### src/rtl/bbsw_pkg.sv
`timescale 1ns/1ps
package bbsw_pkg;

  typedef enum logic [1:0] {
    MODE_BUCK     = 2'd0,
    MODE_BOOST    = 2'd1,
    MODE_PASS     = 2'd2,
    MODE_PASS_ALT = 2'd3
  } mode_e;

  // clocks of high level for a duty value within one carrier period
  function automatic int unsigned on_clocks(int unsigned duty, int unsigned period,
                                            int unsigned duty_w);
    return (duty * period) >> duty_w;
  endfunction

  // raw leg level at carrier position pos; zero and full scale are static
  function automatic logic carrier_level(int unsigned pos, int unsigned duty,
                                         int unsigned period, int unsigned duty_w);
    int unsigned full;
    full = (32'd1 << duty_w) - 32'd1;
    if (duty == 32'd0) return 1'b0;
    if (duty == full) return 1'b1;
    return pos < on_clocks(duty, period, duty_w);
  endfunction

  // input leg conducts straight through unless the mode switches it
  function automatic logic buck_leg_held(mode_e m);
    return m != MODE_BUCK;
  endfunction

  // output leg conducts straight through unless the mode switches it
  function automatic logic boost_leg_held(mode_e m);
    return m != MODE_BOOST;
  endfunction

endpackage

### src/rtl/bbsw_carrier.sv
`timescale 1ns/1ps
module bbsw_carrier #(
  parameter int unsigned PERIOD = 909,
  parameter int unsigned PW     = 10
) (
  input  logic          clk,
  input  logic          rst,
  output logic [PW-1:0] pos,
  output logic          wrap
);

  assign wrap = (pos == PW'(PERIOD - 1));

  always_ff @(posedge clk) begin
    if (rst)       pos <= '0;
    else if (wrap) pos <= '0;
    else           pos <= pos + 1'b1;
  end

endmodule

### src/rtl/bbsw_cmd.sv
`timescale 1ns/1ps
module bbsw_cmd #(
  parameter int unsigned DUTY_W    = 9,
  parameter int unsigned DT_W      = 3,
  parameter int unsigned DUTY_INIT = 255,
  parameter int unsigned DT_INIT   = 3
) (
  input  logic              clk,
  input  logic              rst,
  input  logic              take,
  input  logic              ol_sel,
  input  logic [DUTY_W-1:0] ol_duty,
  input  logic [DUTY_W-1:0] trk_duty,
  input  logic [1:0]        mode_in,
  input  logic [DT_W-1:0]   ton_in,
  input  logic [DT_W-1:0]   toff_in,
  output logic [DUTY_W-1:0] duty_q,
  output logic [1:0]        mode_q,
  output logic [DT_W-1:0]   ton_q,
  output logic [DT_W-1:0]   toff_q
);

  logic [DUTY_W-1:0] duty_pick;
  assign duty_pick = ol_sel ? ol_duty : trk_duty;

  always_ff @(posedge clk) begin
    if (rst) begin
      duty_q <= DUTY_W'(DUTY_INIT);
      mode_q <= bbsw_pkg::MODE_BUCK;
      ton_q  <= DT_W'(DT_INIT);
      toff_q <= DT_W'(DT_INIT);
    end else if (take) begin
      duty_q <= duty_pick;
      mode_q <= mode_in;
      ton_q  <= ton_in;
      toff_q <= toff_in;
    end
  end

endmodule

### src/rtl/bbsw_leg.sv
`timescale 1ns/1ps
module bbsw_leg #(
  parameter int unsigned DT_W = 3
) (
  input  logic            clk,
  input  logic            rst,
  input  logic            dis,
  input  logic            demand,
  input  logic [DT_W-1:0] ton,
  input  logic [DT_W-1:0] toff,
  output logic            hi,
  output logic            lo
);

  logic            lvl_q;
  logic [DT_W-1:0] gap_q;
  logic [DT_W-1:0] gap_n;
  logic            level_change;
  logic            settled;

  assign level_change = (demand != lvl_q);

  always_comb begin
    if (level_change)      gap_n = demand ? ton : toff;
    else if (gap_q != '0)  gap_n = gap_q - 1'b1;
    else                   gap_n = gap_q;
  end

  assign settled = (gap_n == '0);

  always_ff @(posedge clk) begin
    if (rst) begin
      lvl_q <= 1'b0;
      gap_q <= '0;
      hi    <= 1'b0;
      lo    <= 1'b0;
    end else begin
      lvl_q <= demand;
      gap_q <= gap_n;
      hi    <= !dis && demand && settled;
      lo    <= !dis && !demand && settled;
    end
  end

  assert_leg_exclusive_R8: assert property (@(posedge clk) disable iff (rst)
    !(hi && lo));

  // a high side may rise straight out of a low-side phase only with a zero gap
  assert_on_gap_R6: assert property (@(posedge clk) disable iff (rst)
    $rose(hi) |-> (!$past(lo) || ($past(ton) == '0)));

  assert_off_gap_R7: assert property (@(posedge clk) disable iff (rst)
    $rose(lo) |-> (!$past(hi) || ($past(toff) == '0)));

endmodule

### src/rtl/bbsw_pwm.sv
`timescale 1ns/1ps
module bbsw_pwm #(
  parameter int unsigned CLK_HZ    = 200_000_000,
  parameter int unsigned PWM_HZ    = 220_000,
  parameter int unsigned DUTY_W    = 9,
  parameter int unsigned DT_W      = 3,
  parameter int unsigned DUTY_INIT = 255,
  parameter int unsigned DT_INIT   = 3
) (
  input  logic              clk,
  input  logic              rst,
  input  logic              dis,
  input  logic              ol_sel,
  input  logic [DUTY_W-1:0] ol_duty,
  input  logic [DUTY_W-1:0] trk_duty,
  input  logic [1:0]        mode,
  input  logic [DT_W-1:0]   ton,
  input  logic [DT_W-1:0]   toff,
  output logic              buck_hi,
  output logic              buck_lo,
  output logic              boost_hi,
  output logic              boost_lo
);

  localparam int unsigned PERIOD = CLK_HZ / PWM_HZ;
  localparam int unsigned PW     = (PERIOD > 1) ? $clog2(PERIOD) : 1;
  localparam int unsigned LEGS   = 2;

  logic [PW-1:0]     pos;
  logic              wrap;
  logic              at_start;
  logic [DUTY_W-1:0] duty_q;
  logic [1:0]        mode_q;
  logic [DT_W-1:0]   ton_q;
  logic [DT_W-1:0]   toff_q;
  logic              pwm_lvl;
  logic [LEGS-1:0]   held;
  logic [LEGS-1:0]   dem;
  logic [LEGS-1:0]   hi;
  logic [LEGS-1:0]   lo;

  bbsw_carrier #(.PERIOD(PERIOD), .PW(PW)) u_carrier (
    .clk  (clk),
    .rst  (rst),
    .pos  (pos),
    .wrap (wrap)
  );

  bbsw_cmd #(
    .DUTY_W(DUTY_W), .DT_W(DT_W), .DUTY_INIT(DUTY_INIT), .DT_INIT(DT_INIT)
  ) u_cmd (
    .clk      (clk),
    .rst      (rst),
    .take     (wrap),
    .ol_sel   (ol_sel),
    .ol_duty  (ol_duty),
    .trk_duty (trk_duty),
    .mode_in  (mode),
    .ton_in   (ton),
    .toff_in  (toff),
    .duty_q   (duty_q),
    .mode_q   (mode_q),
    .ton_q    (ton_q),
    .toff_q   (toff_q)
  );

  assign at_start = (pos == '0);
  assign pwm_lvl  = bbsw_pkg::carrier_level(32'(pos), 32'(duty_q), PERIOD, DUTY_W);
  assign held[0]  = bbsw_pkg::buck_leg_held(bbsw_pkg::mode_e'(mode_q));
  assign held[1]  = bbsw_pkg::boost_leg_held(bbsw_pkg::mode_e'(mode_q));

  for (genvar g = 0; g < LEGS; g++) begin : g_leg
    assign dem[g] = held[g] | pwm_lvl;

    bbsw_leg #(.DT_W(DT_W)) u_leg (
      .clk    (clk),
      .rst    (rst),
      .dis    (dis),
      .demand (dem[g]),
      .ton    (ton_q),
      .toff   (toff_q),
      .hi     (hi[g]),
      .lo     (lo[g])
    );

    // a raw level can only rise where new settings take effect
    assert_rise_at_start_R4: assert property (@(posedge clk) disable iff (rst)
      $rose(dem[g]) |-> at_start);
  end

  assign buck_hi  = hi[0];
  assign buck_lo  = lo[0];
  assign boost_hi = hi[1];
  assign boost_lo = lo[1];

  logic rst_d;
  logic dis_d;
  always_ff @(posedge clk) begin
    rst_d <= rst;
    dis_d <= dis;
  end

  always @(posedge clk) begin
    if (rst_d) begin
      assert_reset_low_R1: assert ({buck_hi, buck_lo, boost_hi, boost_lo} == 4'b0000);
    end
    if (dis_d) begin
      assert_disable_low_R10: assert ({buck_hi, buck_lo, boost_hi, boost_lo} == 4'b0000);
    end
  end

endmodule

### config.mk
export PLATFORM = sky130hd
export DESIGN_NAME = bbsw_pwm
export DESIGN_NICKNAME = d
export VERILOG_FILES = /design/src/rtl/bbsw_pkg.sv /design/src/rtl/bbsw_carrier.sv /design/src/rtl/bbsw_cmd.sv /design/src/rtl/bbsw_leg.sv /design/src/rtl/bbsw_pwm.sv
export SDC_FILE = /design/constraint.sdc
export NUM_CORES = 1
export LEC_CHECK = 0
export BUFFER_PORTS_ARGS = -buffer_cell sky130_fd_sc_hd__buf_2
export CELL_PAD_IN_SITES_DETAIL_PLACEMENT = 2
export CELL_PAD_IN_SITES_GLOBAL_PLACEMENT = 2
export CORE_AREA = 2 2 107 109
export CTS_CLUSTER_SIZE = 25
export DETAILED_ROUTE_END_ITERATION = 8
export DIE_AREA = 0 0 109 111
export GPL_TIMING_DRIVEN = 0
export PLACE_DENSITY_LB_ADDON = 0.2
export RECOVER_POWER = 25
export SYNTH_ARGS = -nofsm -noshare
export SYNTH_HDL_FRONTEND = slang
export SYNTH_SLANG_ARGS = --single-unit
### constraint.sdc
create_clock -name clk -period 15.2 [get_ports clk]
set_input_delay 1.52 -clock clk [delete_from_list [all_inputs] [get_ports clk]]
set_output_delay 1.52 -clock clk [all_outputs]
set_load 0.01 [all_outputs]
==> results.md, run 1 <==
* Gate power share at 10.2%
* Number of global-route vias before repair at 3212
* Leakage at 2.13 nW
* Placed Cells incl. Taps at 578
* GPL Wtd Cong at 0.759
* Synthesis Warnings at 0
* CTS Sinks at 39
* Post-DR vias/cell at 4.92
* Wire per inst at 15.5 um
* Post-synthesis register bit count at 39
* Number of synthesized flops with an enable pin at 0
* Cts hold-fix bufs at 0
* Starting Density at 33.8%
* Diode count at 0
* Outcome: finished, final reports clean
* Max-cap viol count at 0
* Die area at 0.0121 mm2
* Internal power at 176 uW
* # fillers at 1243
* Clk_lat worst skew at 290 ps
* Worst-path fanout max at 9
* CTS tree: yes
* Share of the synthesized area in the top cell type at 24.4%
* Register area share after synthesis at 20.9%
* Fraction of layout cells with a size suffix above 1 at 13.1%
* Maximum vdd drop at 0.0413 mV
* Worst Path Arrival at 7030 ps
* Unrepaired setup endpoints after global routing: false
* Max transition margin at 59.0%
* Die height at 111 um
* Worst Tran Pin Value at 615 ps
* Largest net degree at the start of global routing at 14
* Syn nets at 526
* Setup TNS at 0 ps
* Avg Inst Size Synth at 9.26 um2
* First-pass GRT wire length at 15500 um
* Synthesized area at 0.00374 mm2
* Top-count cell post-synth: ha_1
* Final Critical Period at 6840 ps
* Worst stage delay on the critical path at 580 ps
* Remaining antenna violation count at 0
* Switching share of power at 25.0%
* GRT Overall Usage at 16.4%
* Worst path top cell family by delay: adder cells
* Multi-input gate area at 0.00268 mm2
* DP Area at 0.00408 mm2
* Post-CTS Resized at 0
* DP HPWL at 7630 um
* Startpoint types: flop
* Clk_skew at 8.61 ps
* Clk slew on worst S/H paths at 60 ps
* Worst hold path class: reg -> reg
* PD cells at 55.8 mW/mm2
* Crit share post-route at 45.0%
* Top cell type by total area after synthesis: ha_1
* Total Power at 235 uW
* Grt met1 use at 20.3%
* Worst EP required at 15390 ps
* Max-slew violations at 0
* Seq pwr share at 45.1%
* Worst setup margin at 8360 ps
* Synth Flop Type: dfxtp_1
* P_sw at 58.7 uW
* GRT met2 Usage at 29.7%
* Chip Width at 109 um
* FMAX at 0.146 GHz
* Critical path endpoint category: flop
* CP Buf/Inv Count at 3
* Total number of vias at 2883
* Most frequent cells after synthesis: ha_1 (73), inv_1 (60), dfxtp_1 (39)
* Register area at 781 um2
* Crit path kind: reg -> reg
* Final-report setup violation count at 0
* Routed WL at 9070 um
* Layout Cells excl Fill at 586
* Post-CTS setup buffer count at 0
* M3 GR Usage at 2.35%
* Clock share of power at 44.7%
* H-tree levels at 2
* Core area at 0.0111 mm2
* Ys async rst share at 0%
* GRT overflow at 0
* Synth Instances at 404
* I/O Buffers at 31
* Slowest CP cell: fa_1
* Final instance area at 0.00422 mm2
* Initial antenna violation count at 0
* Cell Rows at 39
* GRT busiest layer: met2
* Cts bufs inserted at 5
* Root buffer cell: clkbuf_16
* Remaining DRCs at 0
* DR iter-0 viols at 80
* Area Growth Syn to Fin at 12.7%
* DRT Pass-1 Iters at 4
* Most used cell, CP: ha_1
* Deepest clock path buffer count at 2
* Io pins at 34
* Pre-CTS setup slack at 8250 ps
* Area contributors post-synth: ha_1 (24%), dfxtp_1 (21%), fa_1 (10%)
* Final net count at 564
* Synth cell types at 48
* Hold Violations, Final at 0
==> metal layers <==
metal / wire length, um / part of all wire, % / vias up
met5: 0 / 0 / -
met4: 85 / 0.94 / 0
met3: 174 / 1.9 / 6
met2: 4840 / 53 / 26
met1: 3960 / 44 / 1428
li1: - / - / 1423
==> sequential cells by signal, summed over array words and instances (netlist names) <==
name	cells
g_leg.u_leg.gap_q	6
g_leg.u_leg.hi	2
g_leg.u_leg.lo	2
g_leg.u_leg.lvl_q	2
u_carrier.pos	10
u_cmd.duty_q	9
u_cmd.mode_q	2
u_cmd.toff_q	3
u_cmd.ton_q	3
==> tightest hold or removal path, delay by kind of cell (launching register included) <==
kind	cells	cell delay [ps]
AOI/OAI and AO/OA	2	140
DFF	1	340
==> cell type report <==
cell class,count,share of cell area (%)
Clock buffer,5,2.97
Clock inverter,3,0.475
Buffer,12,1.42
Tap cell,143,4.24
Timing Repair Buffer,31,3.56
Multi-Input combinational cell,293,63.5
Sequential cell,39,18.5
Inverter,60,5.34
==> worst paths after layout <==
kind	from	endpoint	slack [ps]	cells after the start
min reg2reg	u_carrier.pos[9]	u_carrier.pos[9]	520	2
min	u_carrier.pos[9]	u_carrier.pos[9]	520	2
max reg2reg	u_cmd.duty_q[7]	g_leg[1].u_leg.lo	8360	26
max	u_cmd.duty_q[7]	g_leg[1].u_leg.lo	8360	26
==> stage by stage <==
step	hold slack, ps	utilization, %
floorplan	460	-
global placement	504	36.8
detailed placement	519	36.8
CTS	535	38.1
global route	564	38.1
finish	525	38.1
==> placed cells by master, fill, tap and decap left out, drive strengths merged, types with 3 or more instances in the layout <==
cell    instances
nand3          11
nand2          20
a21oi          14
xor2           10
clkbuf         18
a211o           9
inv            60
dfxtp          39
fa             19
o21ai           6
nand4           4
a21o            5
or3             3
a221oi          3
nand2b         12
mux2            5
nor2           38
nor2b           5
and2            3
xnor2          10
ha             73
nand4b          3
buf            30
mux2i          19
==> power by group through the flow <==
stage | clock network (mW) | logic [mW] | registers, mW
6_report | 0.105 | 0.0239 | 0.106
4_1_cts | 0.109 | 0.0247 | 0.106
3_5_place_dp | 0 | 0.0245 | 0.109
5_1_grt | 0.113 | 0.0277 | 0.107
3_3_place_gp | 0 | 0.0230 | 0.108
2_1_floorplan | 0 | 0.0166 | 0.108
==> logic make-up (layout without fill, tap and decap cells) <==
kind of cell	count (synthesis)	count (layout)	share of synthesized area [%]
buffers and inverters	72	111	7.63
AOI/OAI and AO/OA	46	46	9.67
adders and majority gates	92	92	34.6
muxes	24	24	6.89
DFF	39	39	20.9
and+or+nand+nor	111	111	15.7
xor gates and xnor gates	20	20	4.68
No activity file was read; power rests on OpenSTA's default activity.
==> run 2: changes to the inputs <==
Clock period 15.2 ns to 5.7 ns, I/O delays scaled along.
==> results.md, run 2 (synthesis results as in run 1) <==
* Outcome: complete, but fails checks
* Failing checks: setup timing
* DR iter-0 viols at 44 (-45%)
* Worst hold path class: in -> reg
* Core area at 0.0111 mm2 (unchanged)
* Worst setup margin at -43.4 ps (-8400 ps)
* Unrepaired setup endpoints after global routing: true
* Routed WL at 10500 um (+16%)
* Post-DR vias/cell at 4.99 (+1.4%)
* Max-slew violations at 0 (unchanged)
* Crit share post-route at 101% (+56 points)
* Final Critical Period at 5740 ps (-1100 ps)
* I/O Buffers at 31 (unchanged)
* Io pins at 34 (unchanged)
* Worst EP required at 5890 ps (-9500 ps)
* Pre-CTS setup slack at -852 ps (-9100 ps)
* Final net count at 595 (+5.5%)
* Worst-path fanout max at 8 (-1)
* First-pass GRT wire length at 17100 um (+11%)
* Total number of vias at 3077 (+6.7%)
* CP Buf/Inv Count at 8 (+5)
* Crit path kind: reg -> reg
* Maximum vdd drop at 0.129 mV (+210%)
* Worst Tran Pin Value at 695 ps (+79.9 ps)
* Worst path top cell family by delay: adder cells
* Clk slew on worst S/H paths at 60 ps (about the same)
* Diode count at 0 (unchanged)
* Starting Density at 33.8% (unchanged)
* Critical path endpoint category: flop
* Worst Path Arrival at 5940 ps (-1090 ps)
* Max-cap viol count at 0 (unchanged)
* Reg2Reg Setup Slack at -40 ps (-8400 ps)
* Wire per inst at 17.0 um (+10%)
* Worst stage delay on the critical path at 560 ps (-20 ps)
* Placed Cells incl. Taps at 578 (unchanged)
* CTS tree: yes
* Die height at 111 um (unchanged)
* Slowest CP cell: fa_1
* Most frequent cells in the layout: ha_1 (54), inv_1 (49), nor2_1 (36)
* CTS Sinks at 39 (unchanged)
* Clk_skew at 6.68 ps (-1.94 ps)
* Area Growth Syn to Fin at 32.8%
* Startpoint types: flop
* Max transition margin at 53.2% (-5.8 points)
* Remaining DRCs at 0 (unchanged)
* Deepest clock path buffer count at 2 (unchanged)
* Layout Cells excl Fill at 617 (+5.3%)
* GRT Overall Usage at 18.2% (+1.8 points)
* Cts bufs inserted at 5 (unchanged)
* H-tree levels at 2 (unchanged)
* Largest net degree at the start of global routing at 14 (unchanged)
* Fraction of layout cells with a size suffix above 1 at 32.1% (+19 points)
* Remaining antenna violation count at 0 (unchanged)
* Die area at 0.0121 mm2 (unchanged)
* Chip Width at 109 um (unchanged)
* Commonest non-fill, non-tap cell in the layout: ha_1
* Number of global-route vias before repair at 3397 (+5.8%)
* Biggest register: u_carrier.pos
* Hold Violations, Final at 0 (unchanged)
* Final-report setup violation count at 3 (+3)
* FMAX at 0.174 GHz (+19%)
* DRT Pass-1 Iters at 4 (unchanged)
* Root buffer cell: clkbuf_16
* Leakage at 2.33 nW (+9.1%)
* Total Power at 657 uW (+180%)
* Initial antenna violation count at 0 (unchanged)
* GPL Wtd Cong at 0.785 (+3.5%)
* DP HPWL at 7590 um (-0.57%)
* Cell Rows at 39 (unchanged)
* Clk_lat worst skew at 290 ps (about the same)
* GRT overflow at 0 (unchanged)
* Max reg flops at 10 (unchanged)
* Largest registers: u_carrier.pos (10), u_cmd.duty_q (9), g_leg.u_leg.gap_q (6)
* PD cells at 132 mW/mm2 (+140%)
-- run 2: changes by cell type in the layout (fill, tap and decap cells not counted), moves of 9 or more --
cell	delta
ha_1	-19
dfxtp_1	-9
ha_4	+17
dfxtp_4	+9
buf_4	+30
inv_1	-11
-- run 2: cell type report --
type	instances	area, um2
Clock buffer	6	150
Fill cell	1205	6110
Inverter	60	238
Tap cell	143	179
Timing Repair Buffer	63	410
Sequential cell	39	815
Multi-Input combinational cell	293	3120
Buffer	11	45.0
Clock inverter	2	13.8
-- run 2: routing by layer --
metal,vias to the layer above,track usage (%),part of all wire [%]
li1,1488,-,-
met1,1555,21.7,42
met2,24,34.3,55
met3,10,2.00,1.4
met4,0,4.02,1.3
met5,-,0,0
-- run 2: repair_timing --
item                       CTS  global route
hold buffers                 0             0
setup endpoints to repair   12            12
setup buffers               25             7
gates cloned                 0             0
gates resized for setup     77            19
pin swaps                   40            22
-- run 2: path summary, 6_finish.rpt --
check,startpoint,end,cells past startpoint
max,u_cmd.duty_q[2],g_leg[1].u_leg.lo,29
min,ton[0],u_cmd.ton_q[0],3
max reg2reg,u_cmd.duty_q[2],g_leg[1].u_leg.lo,29
min reg2reg,u_carrier.pos[0],u_carrier.pos[0],1
-- run 2: per-stage QoR --
step / util [%] / area (um2) / setup TNS, ps / hold slack, ps
after floorplan: - / 3750 / 0 / 460
after global placement: 36.9 / 4090 / -6400 / 504
after detailed placement: 36.9 / 4090 / -8220 / 521
after CTS: 43.6 / 4830 / -783 / 502
after global routing: 44.9 / 4970 / -2260 / 510
final: 44.9 / 4970 / -58.6 / 504
-- run 2: worst register-to-register path, delay by kind of cell, from the launching register on --
kind	cells	cell delay, ps
AOI/OAI and AO/OA	8	1160
xor gates and xnor gates	1	130
adders and majority gates	6	2150
buffers and inverters	8	850
DFF	1	370
and+or+nand+nor	6	990
-- run 2: power breakdown --
part | switching (mW) | total [mW] | internal (mW)
Sequential | 0.00518 | 0.279 | 0.274
Clock | 0.116 | 0.304 | 0.189
Combinational | 0.0385 | 0.0739 | 0.0354
==> run 3: changes to the inputs <==
Settings changed: CORE_AREA 2 2 107 109 to 10 10 115 117, DIE_AREA 0 0 109 111 to 0 0 125 127.
==> results.md, run 3 (synthesis results as in run 1) <==
* Io pins at 34 (unchanged)
* Grt met1 use at 15.7% (-6.0 points)
* H-tree levels at 2 (unchanged)
* Diode count at 0 (unchanged)
* Unrepaired setup endpoints after global routing: true
* Starting Density at 33.6% (-0.15 points)
* Multi-input gate area at 0.00306 mm2 (-1.9%)
* Seq pwr share at 44.7% (+2.2 points)
* GRT Overall Usage at 14.1% (-4.1 points)
* Largest registers: u_carrier.pos (10), u_cmd.duty_q (9), g_leg.u_leg.gap_q (6)
* Biggest register: u_carrier.pos
* Worst Path Arrival at 6080 ps (+140 ps)
* Routed WL at 11700 um (+12%)
* Fraction of layout cells with a size suffix above 1 at 32.2% (+0.097 points)
* Total Power at 624 uW (-5.0%)
* M3 GR Usage at 2.15% (+0.15 points)
* GPL Wtd Cong at 0.827 (+5.3%)
* Clock share of power at 44.3% (-2.0 points)
* P_sw at 156 uW (-2.2%)
* Most used cell, CP: inv_2
* Setup TNS at -1040 ps (-981 ps)
* Clk slew on worst S/H paths at 60 ps (about the same)
* Worst stage delay on the critical path at 550 ps (about the same)
* Hold Violations, Final at 0 (unchanged)
* Cts bufs inserted at 5 (unchanged)
* FMAX at 0.170 GHz (-2.2%)
* Post-DR vias/cell at 4.93 (-1.1%)
* Worst hold path class: in -> reg
* Die area at 0.0159 mm2 (+31%)
* Wire per inst at 18.7 um (+9.7%)
* # fillers at 1209 (+0.33%)
* Register area at 815 um2 (unchanged)
* Gate power share at 11.1% (about the same)
* Max transition margin at 50.2% (-3.1 points)
* Area Growth Syn to Fin at 32.0%
* Max reg flops at 10 (unchanged)
* Clk_skew at 5.42 ps (-1.26 ps)
* Cell Rows at 39 (unchanged)
* Max-slew violations at 0 (unchanged)
* Switching share of power at 25.0% (+0.72 points)
* Chip Width at 125 um (+15%)
* Root buffer cell: clkbuf_16
* DP Area at 0.00409 mm2 (unchanged)
* DP HPWL at 7950 um (+4.7%)
* Total number of vias at 3096 (+0.62%)
* Worst setup margin at -174 ps (-131 ps)
* Deepest clock path buffer count at 2 (unchanged)
* DRT Pass-1 Iters at 4 (unchanged)
* Internal power at 469 uW (-5.9%)
* Remaining antenna violation count at 0 (unchanged)
* Final Critical Period at 5870 ps (+131 ps)
* Most frequent cells in the layout: ha_1 (55), inv_1 (50), buf_4 (41)
* Die height at 127 um (+14%)
* Crit share post-route at 103% (+2.3 points)
* GRT met2 Usage at 27.5% (-6.8 points)
* CTS tree: yes
* CTS Sinks at 39 (unchanged)
* I/O Buffers at 31 (unchanged)
* Largest net degree at the start of global routing at 12 (-2)
* Worst Tran Pin Value at 747 ps (+52.4 ps)
* PD cells at 126 mW/mm2 (-4.5%)
* Final net count at 606 (+1.8%)
* Max-cap viol count at 0 (unchanged)
* First-pass GRT wire length at 18300 um (+7.0%)
* Slowest CP cell: fa_1
* GRT overflow at 0 (unchanged)
* DR iter-0 viols at 93 (+110%)
* Critical path endpoint category: flop
* Layout Cells excl Fill at 628 (+1.8%)
* Cts hold-fix bufs at 0 (unchanged)
* Outcome: complete, but fails checks
* Placed Cells incl. Taps at 578 (unchanged)
* Leakage at 2.36 nW (+1.5%)
* Commonest non-fill, non-tap cell in the layout: ha_1
* Final-report setup violation count at 9 (+6)
* Crit path kind: reg -> reg
* Clk_lat worst skew at 290 ps (about the same)
* Failing checks: setup timing
* Worst-path fanout max at 6 (-2)
* Initial antenna violation count at 0 (unchanged)
* Core area at 0.0111 mm2 (+0.44%)
* Worst EP required at 5900 ps (about the same)
* Final instance area at 0.00494 mm2 (-0.58%)
* Number of global-route vias before repair at 3475 (+2.3%)
* GRT busiest layer: met2
* Startpoint types: flop
* Maximum vdd drop at 0.107 mV (-17%)
* Remaining DRCs at 0 (unchanged)
## run 3: changes by cell type in the layout (fill, tap and decap cells not counted), sizes merged
cell,change
buf,+10
clkbuf,+1
clkinv,-1
o21ai,+1
## run 3: critical path, delay by kind of cell (launching register included)
family | cells | cell delay [ps]
flip-flops | 1 | 360
buffers and inverters | 6 | 500
adder cells (fa/ha/maj) | 6 | 2260
XOR/XNOR | 1 | 130
AND/OR/NAND/NOR | 5 | 890
AO/OA/AOI/OAI | 9 | 1670
## run 3: what timing repair did
action	4_1_cts	5_1_grt
gates resized for setup	68	15
pin swaps	42	25
setup endpoints to repair	12	12
setup buffers	28	14
gates cloned	1	0
## run 3: cell type report
class	instances	share of cell area (%)
plain buffers	11	0.912
inverters	60	4.71
clock inverters	1	0.101
repair buffers	73	9.57
well taps	143	3.62
clock buffers	7	2.68
flip-flops and latches	39	16.5
multi-input cells	294	61.9
## run 3: through the flow
stage	hold slack (ps)	worst slack [ps]	util [%]
floorplan	460	0.0928	-
global placement	502	-688	36.7
detailed placement	517	-787	36.7
CTS	492	-202	43.0
global route	508	-438	44.4
finish	495	-174	44.4
## run 3: power by group through the flow
stage / Clock, mW / Sequential, mW / Combinational [mW]
after floorplan: 0 / 0.288 / 0.0443
after global placement: 0 / 0.289 / 0.0619
after detailed placement: 0 / 0.289 / 0.0663
after CTS: 0.285 / 0.279 / 0.0698
after global routing: 0.297 / 0.279 / 0.0781
final: 0.276 / 0.279 / 0.0691
## run 3: layer usage
metal | share of wire (%) | up-vias
li1 | - | 1510
met1 | 40 | 1549
met2 | 57 | 27
met3 | 2.0 | 10
met4 | 0.89 | 0
met5 | 0 | -
## run 3: final timing paths
check | start | end | slack, ps | depth (start not counted)
min reg2reg | u_carrier.pos[0] | u_carrier.pos[0] | 530 | 1
min | toff[0] | u_cmd.toff_q[0] | 490 | 3
max reg2reg | u_cmd.duty_q[1] | g_leg[1].u_leg.lo | -170 | 27
max | u_cmd.duty_q[1] | g_leg[1].u_leg.lo | -170 | 27
